===== config.mk =====
export PLATFORM = sky130hd
export DESIGN_NAME = aud_ser_tx
export DESIGN_NICKNAME = d
export VERILOG_FILES = /design/src/rtl/aud_tx_pkg.sv /design/src/rtl/aud_clk_gen.sv /design/src/rtl/aud_bit_sel.sv /design/src/rtl/aud_frame_ctrl.sv /design/src/rtl/aud_ser_tx.sv
export SDC_FILE = /design/constraint.sdc
export NUM_CORES = 1
export LEC_CHECK = 0
export ABC_CLOCK_PERIOD_IN_PS = 9850
export BUFFER_PORTS_ARGS = -buffer_cell sky130_fd_sc_hd__buf_2
export CELL_PAD_IN_SITES_DETAIL_PLACEMENT = 2
export CELL_PAD_IN_SITES_GLOBAL_PLACEMENT = 2
export CORE_ASPECT_RATIO = 1.5
export CORE_MARGIN = 3
export CORE_UTILIZATION = 30
export CTS_CLUSTER_SIZE = 25
export DETAILED_ROUTE_END_ITERATION = 7
export PLACE_DENSITY_LB_ADDON = 0.05
export SLEW_MARGIN = 15
export SYNTH_ARGS = -nofsm -noshare
export SYNTH_HDL_FRONTEND = slang
export SYNTH_SLANG_ARGS = --single-unit

===== constraint.sdc =====
create_clock -name clk_i -period 9.85 [get_ports clk_i]
set_input_delay 2.955 -clock clk_i [delete_from_list [all_inputs] [get_ports clk_i]]
set_output_delay 2.955 -clock clk_i [all_outputs]
set_load 0.01 [all_outputs]

===== src/rtl/aud_tx_pkg.sv =====
package aud_tx_pkg;
  typedef enum logic [1:0] {
    FMT_I2S  = 2'd0,
    FMT_MSBJ = 2'd1,
    FMT_LSBJ = 2'd2,
    FMT_RSV  = 2'd3
  } fmt_e;
endpackage


===== src/rtl/aud_clk_gen.sv =====
module aud_clk_gen #(
  parameter int DIV_W = 8
) (
  input  logic             clk_i,
  input  logic             rst_ni,
  input  logic [DIV_W-1:0] div_i,
  output logic             sck_o,
  output logic             fall_o
);
  logic [DIV_W-1:0] cnt_q;
  logic             sck_q;
  logic             tick;

  assign tick   = (cnt_q >= div_i);
  assign fall_o = tick & sck_q;
  assign sck_o  = sck_q;

  always_ff @(posedge clk_i or negedge rst_ni) begin
    if (!rst_ni) begin
      cnt_q <= '0;
      sck_q <= 1'b0;
    end else if (tick) begin
      cnt_q <= '0;
      sck_q <= ~sck_q;
    end else begin
      cnt_q <= cnt_q + DIV_W'(1);
    end
  end


  sck_half_chk: assert property (@(posedge clk_i) disable iff (!rst_ni)
    !$stable(sck_q) |-> $past(cnt_q == div_i));
endmodule


===== src/rtl/aud_bit_sel.sv =====
module aud_bit_sel
  import aud_tx_pkg::*;
#(
  parameter int DATA_W = 24,
  parameter int SLOT_W = 32,
  localparam int WL_W = $clog2(DATA_W + 1),
  localparam int SL_W = $clog2(SLOT_W + 1)
) (
  input  logic [1:0]        fmt_i,
  input  logic [WL_W-1:0]   word_len_i,
  input  logic [SL_W-1:0]   slot_len_i,
  input  logic [SL_W-1:0]   rel_i,
  input  logic [DATA_W-1:0] word_i,
  output logic              bit_o
);
  localparam int CW = ((SL_W > WL_W) ? SL_W : WL_W) + 1;

  logic [CW-1:0]     rel, wl, sl, idx;
  logic              hit;
  logic [DATA_W-1:0] sh;

  always_comb begin
    rel = CW'(rel_i);
    wl  = CW'(word_len_i);
    sl  = CW'(slot_len_i);
    hit = 1'b0;
    idx = '0;
    if (fmt_i == FMT_LSBJ) begin
      // word occupies the tail of the slot
      if (rel + wl >= sl) begin
        hit = 1'b1;
        idx = sl - CW'(1) - rel;
      end
    end else if (rel < wl) begin
      hit = 1'b1;
      idx = wl - CW'(1) - rel;
    end
    sh    = word_i >> idx;
    bit_o = hit & sh[0];
  end
endmodule


===== src/rtl/aud_frame_ctrl.sv =====
module aud_frame_ctrl
  import aud_tx_pkg::*;
#(
  parameter int DATA_W = 24,
  parameter int SLOT_W = 32,
  localparam int SL_W = $clog2(SLOT_W + 1)
) (
  input  logic              clk_i,
  input  logic              rst_ni,
  input  logic [1:0]        fmt_i,
  input  logic [SL_W-1:0]   slot_len_i,
  input  logic              fall_i,
  input  logic              in_valid_i,
  input  logic [DATA_W-1:0] in_left_i,
  input  logic [DATA_W-1:0] in_right_i,
  output logic              in_ready_o,
  output logic              underrun_o,
  output logic              lrck_o,
  output logic [SL_W-1:0]   rel_o,
  output logic [DATA_W-1:0] word_o
);
  localparam int FP_W = $clog2(2 * SLOT_W);
  localparam int CW   = FP_W + 2;

  logic [FP_W-1:0]   pos_q;
  logic              lrck_q, underrun_q;
  logic [DATA_W-1:0] left_q, right_q, left_nxt, right_nxt;
  logic [CW-1:0]     pos_w, slot_w, frame_w, nxt_w, ahd_w;
  logic              wrap, ch_nxt, ch_ahd, load, lrck_nxt;

  always_comb begin
    pos_w   = CW'(pos_q);
    slot_w  = CW'(slot_len_i);
    frame_w = slot_w << 1;
    wrap    = (pos_w + CW'(1)) >= frame_w;
    nxt_w   = wrap ? '0 : pos_w + CW'(1);
    ahd_w   = ((nxt_w + CW'(1)) >= frame_w) ? '0 : nxt_w + CW'(1);
    ch_nxt  = nxt_w >= slot_w;
    ch_ahd  = ahd_w >= slot_w;
    // I2S: select line leads the slot by one bit
    lrck_nxt = (fmt_i == FMT_I2S) ? ch_ahd : ch_nxt;
    rel_o    = SL_W'(ch_nxt ? nxt_w - slot_w : nxt_w);
  end

  assign load       = fall_i & wrap;
  assign in_ready_o = load;
  assign left_nxt   = load ? (in_valid_i ? in_left_i  : '0) : left_q;
  assign right_nxt  = load ? (in_valid_i ? in_right_i : '0) : right_q;
  assign word_o     = ch_nxt ? right_nxt : left_nxt;
  assign lrck_o     = lrck_q;
  assign underrun_o = underrun_q;

  always_ff @(posedge clk_i or negedge rst_ni) begin
    if (!rst_ni) begin
      pos_q      <= '1;
      lrck_q     <= 1'b1;
      left_q     <= '0;
      right_q    <= '0;
      underrun_q <= 1'b0;
    end else begin
      left_q     <= left_nxt;
      right_q    <= right_nxt;
      underrun_q <= load & ~in_valid_i;
      if (fall_i) begin
        pos_q  <= FP_W'(nxt_w);
        lrck_q <= lrck_nxt;
      end
    end
  end


  ready_pulse_chk: assert property (@(posedge clk_i) disable iff (!rst_ni)
    in_ready_o |=> !in_ready_o);


  underrun_cause_chk: assert property (@(posedge clk_i) disable iff (!rst_ni)
    underrun_q |-> $past(in_ready_o && !in_valid_i));


  lrck_edge_chk: assert property (@(posedge clk_i) disable iff (!rst_ni)
    !$stable(lrck_q) |-> $past(fall_i));
endmodule


===== src/rtl/aud_ser_tx.sv =====
module aud_ser_tx
  import aud_tx_pkg::*;
#(
  parameter int DATA_W = 24,
  parameter int SLOT_W = 32,
  parameter int DIV_W  = 8,
  localparam int WL_W = $clog2(DATA_W + 1),
  localparam int SL_W = $clog2(SLOT_W + 1)
) (
  input  logic              clk_i,
  input  logic              rst_ni,
  input  logic [1:0]        fmt_i,
  input  logic [WL_W-1:0]   word_len_i,
  input  logic [SL_W-1:0]   slot_len_i,
  input  logic [DIV_W-1:0]  div_i,
  input  logic              in_valid_i,
  output logic              in_ready_o,
  input  logic [DATA_W-1:0] in_left_i,
  input  logic [DATA_W-1:0] in_right_i,
  output logic              sck_o,
  output logic              lrck_o,
  output logic              sdo_o,
  output logic              underrun_o
);
  logic              fall, bit_nxt, sdo_q;
  logic [SL_W-1:0]   rel_nxt;
  logic [DATA_W-1:0] word_nxt;

  aud_clk_gen #(.DIV_W(DIV_W)) i_clk_gen (
    .clk_i  (clk_i),
    .rst_ni (rst_ni),
    .div_i  (div_i),
    .sck_o  (sck_o),
    .fall_o (fall)
  );

  aud_frame_ctrl #(.DATA_W(DATA_W), .SLOT_W(SLOT_W)) i_frame_ctrl (
    .clk_i      (clk_i),
    .rst_ni     (rst_ni),
    .fmt_i      (fmt_i),
    .slot_len_i (slot_len_i),
    .fall_i     (fall),
    .in_valid_i (in_valid_i),
    .in_left_i  (in_left_i),
    .in_right_i (in_right_i),
    .in_ready_o (in_ready_o),
    .underrun_o (underrun_o),
    .lrck_o     (lrck_o),
    .rel_o      (rel_nxt),
    .word_o     (word_nxt)
  );

  aud_bit_sel #(.DATA_W(DATA_W), .SLOT_W(SLOT_W)) i_bit_sel (
    .fmt_i      (fmt_i),
    .word_len_i (word_len_i),
    .slot_len_i (slot_len_i),
    .rel_i      (rel_nxt),
    .word_i     (word_nxt),
    .bit_o      (bit_nxt)
  );

  always_ff @(posedge clk_i or negedge rst_ni) begin
    if (!rst_ni)   sdo_q <= 1'b0;
    else if (fall) sdo_q <= bit_nxt;
  end

  assign sdo_o = sdo_q;


  sdo_edge_chk: assert property (@(posedge clk_i) disable iff (!rst_ni)
    !$stable(sdo_q) |-> $fell(sck_o));
endmodule


==> results.md, run 1 <==
STA:
- The final count of pins violating max slew is 0.
- After routing, the total negative slack on setup checks comes to 0 ns.
- The slew at the pin closest to its max-slew limit is around 0.94 ns.
- The count of final setup violators is 0.
- Dividing the final minimum period by the clock period gives 0.940.
- The relative slew slack is 0.365.
- Across the routed clock network, the largest skew measured is approximately 0.0081 ns.
- After layout, the minimum clock period comes to a little over 9 ns.
- The final number of hold-violating endpoints is 0.
- The achievable clock frequency is between 100 and 150 MHz.
- Hold is met by 0.483 ns.
- The worst-case setup margin in the final layout is 0.587 ns.

Synth:
- The synthesis-stage register bit count is 66.
- When the netlist entered floorplanning its net count stood at about 810.
- In the synthesized netlist the async set-or-reset flop fraction comes to 1.00.
- Yosys mapped a number of flops with a built-in enable equal to 0.
- Of the post-synthesis cell area, the dominant cell type holds 0.262.
- The post-synthesis instance total is approximately 670.
- The cell area after synthesis is between 0.005 and 0.006 mm2.
- The commonest cells after synthesis are 110 x nand2_1, 66 x o21ai_0, 63 x ha_1, 59 x dfrtp_1, 43 x inv_1.
- The most common cell in the synthesized netlist is nand2_1.
- The share of the Yosys chip area taken by registers is 0.295.
- The netlist uses just under 80 different library cells.
- In the synthesized netlist the dominant register cell turns out to be dfrtp_1.
- During synthesis, Yosys emitted a total of 0 warnings.
- After synthesis, the mean cell area works out to between 8 and 9 um2.
- The most area-hungry cell type in the Yosys netlist is dfrtp_1.
- Yosys attributes the largest share of cell area to dfrtp_1 26%, ha_1 14%, nand2_1 7.3%.

Global route:
- The number of antenna violations at the first check in global routing was 0.
- Summed over all layers, the global routing overflow is 0.
- The maximum number of pins on one net before global-route repair is 85.
- In the global route stage, overall resource usage came out at 0.197.
- The first global-routing pass estimated roughly 32000 um of wire.
- The via count of the first global-routing pass is slightly below 6000.

Setup path:
- Among all stages on the critical path, the largest delay is contributed by o311ai_0.
- The worst setup path is launched from an input port.
- The worst setup path is captured at a flop.
- By startpoint and endpoint, the worst setup path is classified as in -> reg.
- The largest single stage delay on the critical path is 0.58 ns.
- The most frequent cell on the critical path is ha_1.
- For the worst setup path, the data required time is around 10 ns.
- The top fanout value on the critical path is 22.
- At the worst endpoint, the arrival time is 9.46 ns.

Clock tree:
- The clock net in this run drives a total of 66 sinks.
- Post-CTS timing repair inserted 0 buffers for setup.
- The longest clock path from root to sink contains 2 buffers.
- The latest clock arrival within the worst-skew pair is about 0.33 ns.
- The TritonCTS clock tree is done.
- The clock tree root driver cell is clkbuf_16.
- The number of levels in the clock H-tree is 3.
- The count of cells resized by post-cts repair is 0.
- The clock-pin slew on the worst setup and hold paths is approximately 0.060 ns.
- The post-cts hold buffer count is 0.
- In this run, CTS created clock tree buffers numbering 9.

Detailed routing:
- In this run the remaining antenna-violating nets after routing total 0.
- In the routed design, unresolved DRC markers number 0.
- Detailed routing inserted a total of 5302 vias.
- The first detailed-routing pass took 4 iterations.
- The number of DRC markers in iteration 0 is 192.
- The total wire length after detailed routing is between 15000 and 20000 um.
- The number of vias per cell is about 5.3.
- After detailed routing, the average wire length per cell comes to between 15 and 20 um.

Placement:
- The final RePlAce weighted congestion is between 0.8 and 0.9.
- OpenSTA, run right after detailed placement, puts the worst setup slack at -0.258 ns.
- The HPWL after detailed placement is ~16000 um.
- The count of buffers from port buffering is between 70 and 80.
- The number of placed instances, taps included is 987.

Final layout:
- In the final layout, the share of cells above drive strength 1 is 0.197.
- The number of nets at the end of the flow is about 890.
- The final standard cell count with taps included and fillers excluded is 1003.
- The repair_antennas step left the layout with diodes totalling 0.
- From synthesis to final layout, the design area changed by 18.7%.

Die:
- For this configuration, the core starts out at a cell density of 0.310.
- The height of the die is ~170 um.
- The area inside the core boundary is between 0.015 and 0.02 mm2.
- In this run the core area contains 60 standard-cell rows.
- The horizontal die dimension is roughly 120 um.
- The number of top-level pins is 77.
- The die area is 0.0205 mm2.

Power and ir drop:
- The share of total power dissipated in sequential elements is 0.209.
- Dividing total power by cell area gives a power density of approximately 260 mW/mm2.
- The reported leakage power is 3.27 nW.
- Of the total power, the clock network draws 0.196.
- Of the total power, the share spent switching nets is 0.452.
- Of the total power, combinational logic draws 0.595.
- The cell-internal power is around 0.94 mW.
- VDD sags by at most ~0.11 mV.
- In this run the power spent charging and discharging nets is slightly below 0.8 mW.

Job:
- Across the run, the number of max-cap violations was 0.

Run status:
- The run finished with clean final reports.

Hold path:
- The type of the most critical hold path is reg -> reg.
## cells in the final DEF, fill, tap and decap left out, types with 9 or more instances in the layout
| cell | n |
|---|---|
| nand2b_1 | 12 |
| xor2_1 | 14 |
| a21o_1 | 20 |
| o21ai_0 | 65 |
| o211ai_1 | 13 |
| inv_1 | 43 |
| buf_2 | 76 |
| nor2_1 | 38 |
| nand3_1 | 19 |
| xnor2_1 | 13 |
| dfrtp_1 | 59 |
| and3_1 | 9 |
| ha_1 | 62 |
| a21oi_1 | 16 |
| nor2b_1 | 14 |
| nand2_1 | 110 |
| buf_4 | 20 |
| clkbuf_16 | 9 |
## cells by family after synthesis
logic type      Yosys count  share of synthesized area
simple gates            248                      0.216
flops                    66                      0.295
mux                       6                     0.0113
compound gates          185                      0.227
buf+inv                  68                     0.0542
fa+ha+maj                67                      0.154
xor+xnor                 27                     0.0420
## path summary, 6_finish.rpt
path,startpoint,endpoint,slack [ns],cells after the start
max,slot_len_i[1],sdo_o,0.59,31
min,i_frame_ctrl.lrck_o,i_frame_ctrl.lrck_o,0.48,2
max reg2reg,i_frame_ctrl.pos_q[0],sdo_o,2.00,34
min reg2reg,i_frame_ctrl.lrck_o,i_frame_ctrl.lrck_o,0.48,2
max in group asynchronous,rst_ni,i_frame_ctrl.left_q[22],6.43,2
min in group asynchronous,rst_ni,i_clk_gen.cnt_q[1],2.80,2
## flip-flops by register name, indices dropped and copies added (netlist names)
signal                   flops
i_frame_ctrl.right_q        24
i_frame_ctrl.pos_q           6
sdo_o                        1
i_frame_ctrl.lrck_o          1
i_frame_ctrl.left_q         24
i_clk_gen.sck_o              1
i_frame_ctrl.underrun_o      1
i_clk_gen.cnt_q              8
## metal layers
metal | up-vias | routed length (um) | track usage | share of wire
met1 | 2648 | 7740 | 0.214 | 0.39
li1 | 2540 | - | - | -
met4 | 0 | 627 | 0.0748 | 0.032
met3 | 34 | 398 | 0.0232 | 0.020
met2 | 80 | 11100 | 0.386 | 0.56
met5 | - | 0 | 0 | 0
## power by group through the flow
| stage | Combinational [mW] | Clock (mW) | Sequential [mW] |
|---|---|---|---|
| after CTS | 1.02 | 0.346 | 0.359 |
| after global routing | 1.16 | 0.358 | 0.366 |
| after global placement | 0.967 | 0 | 0.360 |
| after detailed placement | 1.01 | 0 | 0.363 |
| after floorplan | 0.691 | 0 | 0.354 |
| final | 1.02 | 0.336 | 0.358 |
## layout make-up
type,instances,area [um2]
fillers,2113,11500
multi-input cells,533,3700
flip-flops and latches,66,1660
repair buffers,97,542
well taps,248,310
clock buffers,11,253
inverters,43,161
clock inverters,5,61.3
## metrics by stage
stage	util	instance area [um2]	power [mW]
after floorplan	-	5630	1.05
after detailed placement	0.349	6340	1.38
after global routing	0.368	6690	1.88
after CTS	0.366	6650	1.73
final	0.368	6690	1.71
after global placement	0.349	6340	1.33
## worst max-delay path: cells and delay by family
family	cells	cell delay [ns]
AOI/OAI and AO/OA	12	2.39
xor gates and xnor gates	1	0.14
adders and majority gates	5	1.41
and+or+nand+nor	9	2.01
buffers and inverters	4	0.53
Power figures use the tool's default switching activity.
==> run 2: changes to the inputs <==
- ABC_CLOCK_PERIOD_IN_PS: 9850 -> 11900
- clock period: 9.85 -> 11.9 ns (I/O delays scaled with it)
==> run 2 against run 1 <==
  * Power is 17% lower
  * Design area is 2.4% lower
  * Highest routed layer unchanged
  * Flip-flop and latch count stayed put
==> results.md, run 2 (synthesis gave the netlist of run 1 again) <==
Detailed routing:
- Dividing the detail-routed wire length by the instance count gives a little over 20 um.
- The count of TritonRoute iterations in the first routing pass is 4.
- The number of DRC markers in iteration 0 is roughly 160.
- For this run, design rule violations remaining after detail routing come to 0.
- The count of vias placed by the detailed router is 5219.
- In the routed layout, each cell is associated on average with a via count of between 5 and 6.
- For this block, the routed nets add up to roughly 20000 um of wire.
- Once detail routing completed, the nets flagged for antenna violations numbered 0.

Setup path:
- Measured in cells, the most critical reg-to-reg path has a length of 30.
- The delay contributed by the slowest stage of the critical path is 0.53 ns.
- The most frequent cell on the critical path is ha_1.
- The critical path endpoint is sdo_o.
- STA puts the critical path data arrival time at approximately 11 ns.
- The critical path is of the in -> reg type.
- The worst setup path is launched from an input port.
- The cell type of the slowest stage on the worst timing path is or4_1.
- The critical path starts at slot_len_i[1].
- In this run the critical register-to-register path is launched from i_frame_ctrl.pos_q[0].
- For flop-to-flop paths, the worst setup slack is between 3 and 4 ns.
- In this run the worst path has a maximum fanout of 10.
- At the worst endpoint, the required time is roughly 12 ns.
- The capturing element type of the critical path is a flop.
- The endpoint identified for the worst register-to-register timing path is sdo_o.

Final layout:
- The largest registers in the layout are i_frame_ctrl.left_q (24), i_frame_ctrl.right_q (24), i_clk_gen.cnt_q (8).
- After the last flow step, the layout net total stands at just under 900.
- Relative to the synthesized area, the layout overhead comes to 15.9%.
- The top cell types in the final layout, fill and taps aside, are 110 x nand2_1, 76 x buf_2, 66 x o21ai_0.
- Of the cells placed in the final design, the portion with a size suffix greater than 1 is 0.173.
- The most common cell after layout, fill and taps aside is nand2_1.
- The number of diodes is 0.

Clock tree:
- Once the clock tree was built, the resizer swapped 0 gates to a different size.
- TritonCTS built the clock tree.
- The tree built by TritonCTS fans out to 66 sinks.
- The post-cts hold buffer count is 0.
- The number of levels in the clock H-tree is 3.
- The clock tree root driver cell is clkbuf_16.
- After clock tree synthesis, the clock-pin slew on the worst setup and hold paths is ~0.06 ns.
- The total setup buffers inserted after CTS is 0.
- In this run the deepest clock path goes through 2 buffers.
- For the worst-skew pair, the clock arrives at the later sink with an insertion delay of 0.34 ns.
- Buffers inserted during clock tree synthesis total 9.

Die:
- The standard-cell row count is 60.
- The die covers 0.0205 mm2.
- The initial utilization of the core area, before any placement, comes to 0.310.
- In this run the vertical extent of the chip is approximately 170 um.
- In this run the standard cell core region covers around 0.018 mm2.
- For this design the top-level I/O count stands at just under 80.
- From left edge to right edge, the die measures around 120 um.

Global route:
- The via count of the first global-routing pass came to between 6000 and 7000.
- The first global-routing pass estimated 33200 um of wire.
- Entering global routing, the biggest net connects between 90 and 100 pins.
- The global-route usage over all layers is 0.203.
- The number of antenna violations at the first check in global routing came to 0.
- The global route total overflow is 0.

STA:
- The final hold slack is 0.478 ns.
- The fraction of the cycle the final worst path needs is 0.907.
- At the pin with the least slew margin, the transition time is 1.08 ns.
- Static timing analysis puts the maximum clock frequency at 92.7 MHz.
- The routed design could run at a clock period as short as 10.79 ns.
- Setup repair after global routing left no endpoint under its margin.
- The final number of hold-violating endpoints is 0.
- The count of final setup violators is 0.
- The total negative setup slack is 0 ns.
- The worst clock skew is approximately 0.012 ns.
- The final count of pins violating max slew was 0.
- In this run the tightest slew margin relative to its limit is 0.273.

Power and ir drop:
- The part of the total power dissipated in the clock network is 0.192.
- The worst-case IR drop observed on VDD is between 0.09 and 0.1 mV.
- The analysis attributes to cell leakage a power of 3.20 nW.
- The power per standard cell area is around 220 mW/mm2.
- The net switching component of the power is ~0.66 mW.
- Of the total power, registers draw 0.210.
- The internal power of the cells totals 0.750 mW.
- Of the total power, the share spent switching nets is 0.470.
- The share of total power dissipated in combinational logic is 0.598.

Hold path:
- The number of cells on the worst hold path is 2.
- The type of the most critical hold path is reg -> reg.

Run status:
- The run finished with clean final reports.

Placement:
- During placement, the flow inserted port buffers numbering between 70 and 80.
- The final RePlAce weighted congestion is roughly 0.88.
- After legalization and detailed placement, the total HPWL measured 16400 um.

Job:
- Across the run, the number of max-cap violations was 0.
## run 2: cell types whose count changed in the layout (fill, tap and decap cells not counted), moves of 2 or more
cell / previous run / this run
buf_4: 20 / 7
a21oi_1: 16 / 18
clkbuf_8: 2 / 0
clkinv_2: 0 / 3
a21oi_2: 2 / 0
## run 2: through the flow
step                       util  instance area (um2)  cells  setup WS [ns]  power, mW
after floorplan               -                 5630    667           1.58      0.865
after global placement    0.343                 6230    973           1.04       1.12
after detailed placement  0.343                 6230    973          0.698       1.16
after CTS                 0.359                 6530    989           1.02       1.44
after global routing      0.359                 6530    989          0.298       1.55
final                     0.359                 6530    989           1.11       1.41
## run 2: how the worst min path moves through the flow
stage	slack, ns	to	from
3_5_place_dp	0.47	i_frame_ctrl.left_q[15]	i_frame_ctrl.left_q[15]
2_1_floorplan	0.44	i_frame_ctrl.left_q[15]	i_frame_ctrl.left_q[15]
5_1_grt	0.51	i_frame_ctrl.left_q[22]	i_frame_ctrl.left_q[22]
4_1_cts	0.48	i_frame_ctrl.left_q[15]	i_frame_ctrl.left_q[15]
6_report	0.48	i_frame_ctrl.left_q[15]	i_frame_ctrl.left_q[15]
3_3_place_gp	0.46	i_frame_ctrl.right_q[0]	i_frame_ctrl.right_q[0]
## run 2: per-layer routing
| layer | up-vias | wire length (um) | global-route usage |
|---|---|---|---|
| met5 | - | 0 | 0 |
| met4 | 0 | 792 | 0.0866 |
| met3 | 40 | 490 | 0.0284 |
| met2 | 88 | 11200 | 0.393 |
| met1 | 2581 | 7700 | 0.217 |
| li1 | 2510 | - | - |
## run 2: area by class of cell
cell class                      instances  area, um2
Fill cell                            2145      11600
Multi-Input combinational cell        533       3670
Sequential cell                        66       1660
Timing Repair Buffer                   83        433
Tap cell                              248        310
Clock buffer                            9        225
Inverter                               43        161
Clock inverter                          7       68.8
## run 2: power by group through the flow
stage          Clock [mW]  Sequential, mW  Combinational [mW]
4_1_cts             0.280           0.298               0.864
2_1_floorplan           0           0.293               0.572
5_1_grt             0.288           0.304               0.954
6_report            0.271           0.297               0.846
3_3_place_gp            0           0.298               0.823
3_5_place_dp            0           0.302               0.856
## run 2: worst max-delay path, delay by kind of cell
family,cells,cell delay [ns]
buffers and inverters,2,0.35
adder cells (fa/ha/maj),5,1.44
XOR/XNOR,1,0.11
AND/OR/NAND/NOR,12,3.11
AO/OA/AOI/OAI,9,2.39
